<file path="config.mk">
export PLATFORM = sky130hd
export DESIGN_NAME = irq_accept_unit
export DESIGN_NICKNAME = d
export VERILOG_FILES = /design/src/rtl/irq_accept_pkg.sv /design/src/rtl/irq_prio_enc.sv /design/src/rtl/irq_vec_arrays.sv /design/src/rtl/irq_special_flags.sv /design/src/rtl/irq_arbiter.sv /design/src/rtl/irq_accept_unit.sv
export SDC_FILE = /design/constraint.sdc
export NUM_CORES = 2
export LEC_CHECK = 0
export ABC_AREA = 1
export CORE_MARGIN = 2
export CORE_UTILIZATION = 40
export CTS_CLUSTER_SIZE = 8
export DETAILED_ROUTE_END_ITERATION = 10
export DONT_BUFFER_PORTS = 1
export PLACE_DENSITY_LB_ADDON = 0.25
export SLEW_MARGIN = 30
export SYNTH_ARGS = -nofsm -noshare
export SYNTH_HDL_FRONTEND = slang
export SYNTH_SLANG_ARGS = --single-unit
</file>
<file path="constraint.sdc">
create_clock -name clk -period 20.3 [get_ports clk]
set_input_delay 6.09 -clock clk [delete_from_list [all_inputs] [get_ports clk]]
set_output_delay 6.09 -clock clk [all_outputs]
set_load 0.01 [all_outputs]
</file>
<file path="src/rtl/irq_accept_pkg.sv">
package irq_accept_pkg;

    typedef enum logic [2:0] {
        DM_FIXED  = 3'd0,
        DM_LOWEST = 3'd1,
        DM_SMI    = 3'd2,
        DM_RSV3   = 3'd3,
        DM_NMI    = 3'd4,
        DM_INIT   = 3'd5,
        DM_RSV6   = 3'd6,
        DM_EXT    = 3'd7
    } dmode_e;

    typedef enum logic [2:0] {
        SRC_NONE  = 3'd0,
        SRC_FIXED = 3'd1,
        SRC_EXT   = 3'd2,
        SRC_SMI   = 3'd3,
        SRC_NMI   = 3'd4,
        SRC_INIT  = 3'd5
    } src_e;

    // special slots, in service order; the last one is maskable
    localparam int SLOT_SMI   = 0;
    localparam int SLOT_NMI   = 1;
    localparam int SLOT_INIT  = 2;
    localparam int SLOT_EXT   = 3;
    localparam int NUM_SLOTS  = 4;
    localparam int NUM_UNMASK = 3;

    function automatic dmode_e slot_mode(input int s);
        case (s)
            SLOT_SMI:  return DM_SMI;
            SLOT_NMI:  return DM_NMI;
            SLOT_INIT: return DM_INIT;
            default:   return DM_EXT;
        endcase
    endfunction

endpackage

</file>
<file path="src/rtl/irq_prio_enc.sv">
module irq_prio_enc #(
    parameter int N = 256,
    parameter int W = $clog2(N)
) (
    input  logic [N-1:0] vec_in,
    output logic [W-1:0] top_idx
);
    // highest set bit wins; empty input reports zero
    always_comb begin
        top_idx = '0;
        for (int i = 0; i < N; i++) begin
            if (vec_in[i]) top_idx = W'(i);
        end
    end
endmodule

</file>
<file path="src/rtl/irq_vec_arrays.sv">
module irq_vec_arrays #(
    parameter int VEC_W = 8
) (
    input  logic             clk,
    input  logic             rst_n,
    input  logic             set_en,
    input  logic [VEC_W-1:0] set_vec,
    input  logic             set_level,
    input  logic             ack_en,
    input  logic             eoi_en,
    output logic [VEC_W-1:0] irr_top,
    output logic [VEC_W-1:0] isr_top,
    output logic             isr_top_level
);
    localparam int NV = 1 << VEC_W;

    typedef struct packed {
        logic [NV-1:0] req;
        logic [NV-1:0] isr;
        logic [NV-1:0] trg;
    } arr_t;

    arr_t st_d, st_q;

    irq_prio_enc #(.N(NV), .W(VEC_W)) u_irr_enc (
        .vec_in (st_q.req),
        .top_idx(irr_top)
    );

    irq_prio_enc #(.N(NV), .W(VEC_W)) u_isr_enc (
        .vec_in (st_q.isr),
        .top_idx(isr_top)
    );

    assign isr_top_level = st_q.trg[isr_top] & st_q.isr[isr_top];

    always_comb begin
        st_d = st_q;
        if (set_en) begin
            if (!st_q.req[set_vec]) st_d.trg[set_vec] = set_level;
            st_d.req[set_vec] = 1'b1;
        end
        if (ack_en) begin
            st_d.req[irr_top] = 1'b0;
            st_d.isr[irr_top] = 1'b1;
        end
        if (eoi_en) begin
            st_d.isr[isr_top] = 1'b0;
        end
    end

    always_ff @(posedge clk or negedge rst_n) begin
        if (!rst_n) st_q <= '0;
        else        st_q <= st_d;
    end

    // a repeat request leaves the trigger bit alone
    a_r1_trigger_kept: assert property (@(posedge clk) disable iff (!rst_n)
        (set_en && st_q.req[set_vec]) |=> (st_q.trg[$past(set_vec)] == $past(st_q.trg[set_vec])));

    // an acknowledged vector moves from request to in-service
    a_r7_ack_moves: assert property (@(posedge clk) disable iff (!rst_n)
        ack_en |=> (st_q.isr[$past(irr_top)] && !st_q.req[$past(irr_top)]));

    // end of interrupt retires the top in-service bit
    a_r8_eoi_retires: assert property (@(posedge clk) disable iff (!rst_n)
        (eoi_en && (|st_q.isr)) |=> !st_q.isr[$past(isr_top)]);

endmodule

</file>
<file path="src/rtl/irq_special_flags.sv">
module irq_special_flags
    import irq_accept_pkg::*;
#(
    parameter int VEC_W = 8
) (
    input  logic                              clk,
    input  logic                              rst_n,
    input  logic                              req_valid,
    input  dmode_e                            req_mode,
    input  logic [VEC_W-1:0]                  req_vec,
    input  logic [NUM_SLOTS-1:0]              ack_slot,
    output logic [NUM_SLOTS-1:0]              pend,
    output logic [NUM_SLOTS-1:0][VEC_W-1:0]   vec
);
    typedef struct packed {
        logic [NUM_SLOTS-1:0]            pend;
        logic [NUM_SLOTS-1:0][VEC_W-1:0] vec;
    } flg_t;

    flg_t st_d, st_q;

    always_comb begin
        st_d = st_q;
        for (int s = 0; s < NUM_SLOTS; s++) begin
            if (req_valid && (req_mode == slot_mode(s)) && !st_q.pend[s]) begin
                st_d.pend[s] = 1'b1;
                st_d.vec[s]  = req_vec;
            end
            if (ack_slot[s]) st_d.pend[s] = 1'b0;
        end
    end

    always_ff @(posedge clk or negedge rst_n) begin
        if (!rst_n) st_q <= '0;
        else        st_q <= st_d;
    end

    assign pend = st_q.pend;
    assign vec  = st_q.vec;

    // at most one source is served per acknowledge
    a_r6_one_served: assert property (@(posedge clk) disable iff (!rst_n)
        $onehot0(ack_slot));

    for (genvar g = 0; g < NUM_SLOTS; g++) begin : g_slot
        // a latched vector holds while its flag stays set
        a_r2_vector_held: assert property (@(posedge clk) disable iff (!rst_n)
            (st_q.pend[g] && !ack_slot[g]) |=> (st_q.pend[g] && st_q.vec[g] == $past(st_q.vec[g])));
        // the served flag is cleared
        a_r6_served_clears: assert property (@(posedge clk) disable iff (!rst_n)
            ack_slot[g] |=> !st_q.pend[g]);
    end

endmodule

</file>
<file path="src/rtl/irq_arbiter.sv">
module irq_arbiter
    import irq_accept_pkg::*;
#(
    parameter int VEC_W   = 8,
    parameter int CLASS_W = 4
) (
    input  logic [NUM_SLOTS-1:0]            pend,
    input  logic [NUM_SLOTS-1:0][VEC_W-1:0] vec,
    input  logic [VEC_W-1:0]                irr_top,
    input  logic [VEC_W-1:0]                isr_top,
    input  logic [VEC_W-1:0]                tpr,
    input  logic                            int_en,
    output logic                            sel_valid,
    output logic [VEC_W-1:0]                sel_vec,
    output logic [2:0]                      sel_kind,
    output logic [NUM_SLOTS-1:0]            sel_slot,
    output logic                            sel_fixed
);
    localparam int SUB_W = VEC_W - CLASS_W;
    localparam logic [VEC_W-1:0] SUB_ONES = VEC_W'((1 << SUB_W) - 1);

    logic fixed_ok;
    logic done;

    // class compare: low sub-class bits forced equal on both sides
    assign fixed_ok = (irr_top > isr_top) && ((irr_top | SUB_ONES) > (tpr | SUB_ONES));

    always_comb begin
        sel_valid = 1'b0;
        sel_vec   = '0;
        sel_kind  = SRC_NONE;
        sel_slot  = '0;
        sel_fixed = 1'b0;
        done      = 1'b0;
        for (int s = 0; s < NUM_UNMASK; s++) begin
            if (pend[s] && !done) begin
                done        = 1'b1;
                sel_valid   = 1'b1;
                sel_vec     = vec[s];
                sel_kind    = 3'(SRC_SMI) + 3'(s);
                sel_slot[s] = 1'b1;
            end
        end
        if (!done && int_en) begin
            if (pend[SLOT_EXT]) begin
                sel_valid          = 1'b1;
                sel_vec            = vec[SLOT_EXT];
                sel_kind           = SRC_EXT;
                sel_slot[SLOT_EXT] = 1'b1;
            end else if (fixed_ok) begin
                sel_valid = 1'b1;
                sel_vec   = irr_top;
                sel_kind  = SRC_FIXED;
                sel_fixed = 1'b1;
            end
        end
    end
endmodule

</file>
<file path="src/rtl/irq_accept_unit.sv">
module irq_accept_unit
    import irq_accept_pkg::*;
#(
    parameter int VEC_W   = 8,
    parameter int CLASS_W = 4
) (
    input  logic             clk,
    input  logic             rst_n,
    input  logic             req_valid,
    input  logic [VEC_W-1:0] req_vector,
    input  logic [2:0]       req_mode,
    input  logic             req_level,
    input  logic             core_int_en,
    input  logic [VEC_W-1:0] task_prio,
    input  logic             ack,
    input  logic             eoi,
    output logic             irq_pending,
    output logic [VEC_W-1:0] irq_vector,
    output logic [2:0]       irq_kind,
    output logic [VEC_W-1:0] svc_vector,
    output logic             svc_level
);
    dmode_e                          mode;
    logic                            set_fixed;
    logic [NUM_SLOTS-1:0]            pend;
    logic [NUM_SLOTS-1:0][VEC_W-1:0] vec;
    logic [VEC_W-1:0]                irr_top;
    logic [VEC_W-1:0]                isr_top;
    logic [NUM_SLOTS-1:0]            sel_slot;
    logic                            sel_fixed;
    logic                            take;
    logic [NUM_SLOTS-1:0]            ack_slot;
    logic                            ack_fixed;
    logic                            unmask_pend;

    assign mode        = dmode_e'(req_mode);
    assign set_fixed   = req_valid && (mode == DM_FIXED || mode == DM_LOWEST);
    assign take        = ack && irq_pending;
    assign ack_slot    = take ? sel_slot : '0;
    assign ack_fixed   = take && sel_fixed;
    assign unmask_pend = |pend[NUM_UNMASK-1:0];
    assign svc_vector  = isr_top;

    irq_vec_arrays #(.VEC_W(VEC_W)) u_arrays (
        .clk          (clk),
        .rst_n        (rst_n),
        .set_en       (set_fixed),
        .set_vec      (req_vector),
        .set_level    (req_level),
        .ack_en       (ack_fixed),
        .eoi_en       (eoi),
        .irr_top      (irr_top),
        .isr_top      (isr_top),
        .isr_top_level(svc_level)
    );

    irq_special_flags #(.VEC_W(VEC_W)) u_flags (
        .clk      (clk),
        .rst_n    (rst_n),
        .req_valid(req_valid),
        .req_mode (mode),
        .req_vec  (req_vector),
        .ack_slot (ack_slot),
        .pend     (pend),
        .vec      (vec)
    );

    irq_arbiter #(.VEC_W(VEC_W), .CLASS_W(CLASS_W)) u_arb (
        .pend     (pend),
        .vec      (vec),
        .irr_top  (irr_top),
        .isr_top  (isr_top),
        .tpr      (task_prio),
        .int_en   (core_int_en),
        .sel_valid(irq_pending),
        .sel_vec  (irq_vector),
        .sel_kind (irq_kind),
        .sel_slot (sel_slot),
        .sel_fixed(sel_fixed)
    );

    // unmaskable sources are always signalled
    a_r4_unmask_signalled: assert property (@(posedge clk) disable iff (!rst_n)
        unmask_pend |-> irq_pending);

    // with the core disabled only unmaskable sources may show
    a_r5_masked_quiet: assert property (@(posedge clk) disable iff (!rst_n)
        (!core_int_en && !unmask_pend) |-> !irq_pending);

    // an acknowledge with nothing presented leaves the flags unchanged
    a_r10_idle_ack: assert property (@(posedge clk) disable iff (!rst_n)
        (ack && !irq_pending && !req_valid) |=> $stable(pend));

endmodule

</file>
==> results.yml <==
clock_network:
  htreeDepth: 3
  cts_hold_buf: 0
  cts_made_buffers: 110
  cts-root-buf: "clkbuf_16"
  clkSinkCount: 804
  max-clock-path-buffers: 3
  path_clk_slew_ps: 50
  clk_latency_ps: 710
  cts_tree: "done"
route:
  final_antenna_net_count: 0
  drc: 0
  vias_per_cell: 5.71
  wl_per_cell_um: 23.8
  drt_iter0_drc: 7127
  drt_pass1_iterations: 9
  wl_um: 195000
  via_count: 46900
grt:
  grt_pass1_wl_um: 283000
  grt_max_degree: 805
  grt_use_total_pct: 32.7
  grt_pass1_vias: 42800
  grt_overflow: 0
  antenna_found_initial: 3
setup_path:
  endpoint_kind: "output port"
  crit_type: "flip-flop to output port"
  cp.required_ps: 14210
  path_max_fanout: 4
  max_stage_delay_ps: 400
  crit_buf_inv: 3
  critPathLaunchType: "flip-flop"
  cp.arrival_ps: 16520
  worst_path_max_delay_cell: "dfrtp_1"
  path_common_cell: "nand2_1"
  critPathTopFamily: "simple AND/OR/NAND/NOR gates"
final_layout:
  synthToLayoutAreaGrowth_pct: 14.6
  final_area_sq_um: 52200
  stdcell_count: 8222
  fin_nets: 6749
  final_util_pct: 46.3
  drive_gt1_share_pct: 8.17
yosys:
  yosysUniqueCellTypes: 41
  synth-warning-count: 0
  yosysSeqAreaShare_pct: 44.1
  synthesis.nets: 6695
  synthArstFlopShare_pct: 100
  ys_ff_latch: 804
  ys.flop_type: "dfrtp_1"
  syn_avg_cell_area_sq_um: 6.85
  synth_area_sq_um: 45600
  synth_cells: 6657
  synth_edf_count: 0
outcome:
  violations: "setup timing"
  status: "complete, but fails checks"
floorplan:
  start_util_pct: 40.4
  fp.dieH_um: 342
  pin_count: 47
  coreArea_sq_um: 113000
  rows: 123
  die_w_um: 342
  die_area_sq_um: 117000
timing:
  tightest_slew_ps: 1050
  slew_viol_final: 0
  fin_crit_ps: 22610
  fin_ws_ps: -2310
  max_freq_mhz: 44.2
  tns_ps: -25160
  finalClockSkew_ps: 32.2
  slew_headroom_pct: 30.1
  post-route-period-util_pct: 111
  rsz0062_at_grt: "true"
  finalSetupViolations: 12
  finalHoldViolCount: 0
  whs_ps: 480
min_path:
  worst_hold_path_type: "flip-flop to flip-flop"
power_and_ir_drop:
  power_mw: 5.09
  vdd_drop_max_mv: 0.231
  power_density_nw_per_um2: 97.4
  leakage_nw: 23.5
run:
  maxCapViolCount: 0
place:
  gp_congestion: 0.991
  placed_cell_area_sq_um: 48500
  io_buffers: 0
  dp_slack_ps: -1470
  numPlacedInstances: 8069
  dp_hpwl_um: 127000
-- Yosys cell counts (51+ instances only) --
cell type     n  area, sq um
a22oi_1     246         1850
nand2_1    2234         8390
o21ai_0     364         1820
dfrtp_1     804        20100
a21oi_1     331         1660
buf_2        51          255
o22ai_1     129          807
clkbuf_1    257          965
nand3_1     326         1630
nand3b_1     51          383
nand4_1     102          638
nor2_1      843         3160
inv_1       759         2850
-- sequential cells by signal, indices dropped and copies added, names as in the netlist --
name,flops
u_arrays.st_q,768
u_flags.pend,4
u_flags.vec,32
-- timing repair --
item	CTS	global route
pin swaps	19	42
gates cloned	1	3
buffers inserted	8	13
setup endpoints to repair	12	395
resized for setup	37	66
-- layout by cell type, fill, tap and decap left out, drive strengths merged, types with 4 or more instances in the layout --
cell and count:
dfrtp 804, buf 275, o21ai 388, inv 771, nand3b 51, a221oi 4, o22ai 129, nand3 326
clkbuf 118, a22oi 246, nand4 102, diode 4, a31oi 6, nand2 2238, a41oi 7, nor4 12
nor2 844, ha 12, o221ai 9, nor3 11, o21bai 9, a21oi 332
-- cell families (layout without fill, tap and decap cells) --
group / count (synthesis) / after routing / synth area share (%)
other cells: 0 / 4 / 0
flops: 804 / 804 / 44.1
compound gates: 1149 / 1149 / 14.7
simple gates: 3584 / 3584 / 31.5
buf+inv: 1108 / 1169 / 9.31
fa+ha+maj: 12 / 12 / 0.329
-- per-layer routing --
metal  global-route usage, %  routed length (um)  vias up  share of wire [%]
li1                        -                   -    21500                  -
met1                    45.0               79800    22000                 41
met2                    46.0               79200     2957                 41
met3                    10.5               25600      540                 13
met4                    16.2               10900        0                5.6
met5                       0                   0        -                  0
-- report_power, final --
part           internal, mW  total [mW]  switching [mW]
registers              1.65        1.68          0.0329
logic                 0.352        1.73            1.38
clock network         0.963        1.67           0.711
-- final cells by class --
cell class	count	area (sq um)
fillers	11300	60600
well taps	1500	1880
clock inverters	4	42.5
multi-input cells	4745	21800
flip-flops and latches	804	20100
repair buffers	279	2620
clock buffers	115	2820
inverters	771	2910
diodes	4	10.0
-- final timing paths --
check / endpoint / cells after the start / start / slack (ps)
setup / recovery: irq_vector[5] / 249 / u_arrays.st_q[514]$_DFF_PN0_ / -2310
hold / removal: u_flags.vec[4]$_DFFE_PN0P_ / 2 / u_flags.vec[4]$_DFFE_PN0P_ / 480
setup reg to reg: u_arrays.st_q[513]$_DFF_PN0_ / 256 / u_arrays.st_q[514]$_DFF_PN0_ / 2180
hold reg to reg: u_flags.vec[4]$_DFFE_PN0P_ / 2 / u_flags.vec[4]$_DFFE_PN0P_ / 480
max in group asynchronous: u_arrays.st_q[22]$_DFFE_PN0P_ / 3 / rst_n / 12950
min in group asynchronous: u_arrays.st_q[472]$_DFF_PN0_ / 0 / rst_n / 5100
-- worst reg2reg max path: cells and delay by family, from the launching register on --
| kind | cells | cell delay, ps |
|---|---|---|
| buffers and inverters | 5 | 480 |
| AOI/OAI and AO/OA | 21 | 2540 |
| DFF | 1 | 400 |
| and+or+nand+nor | 229 | 14430 |
| adders and majority gates | 1 | 150 |
Power figures use the tool's default switching activity.
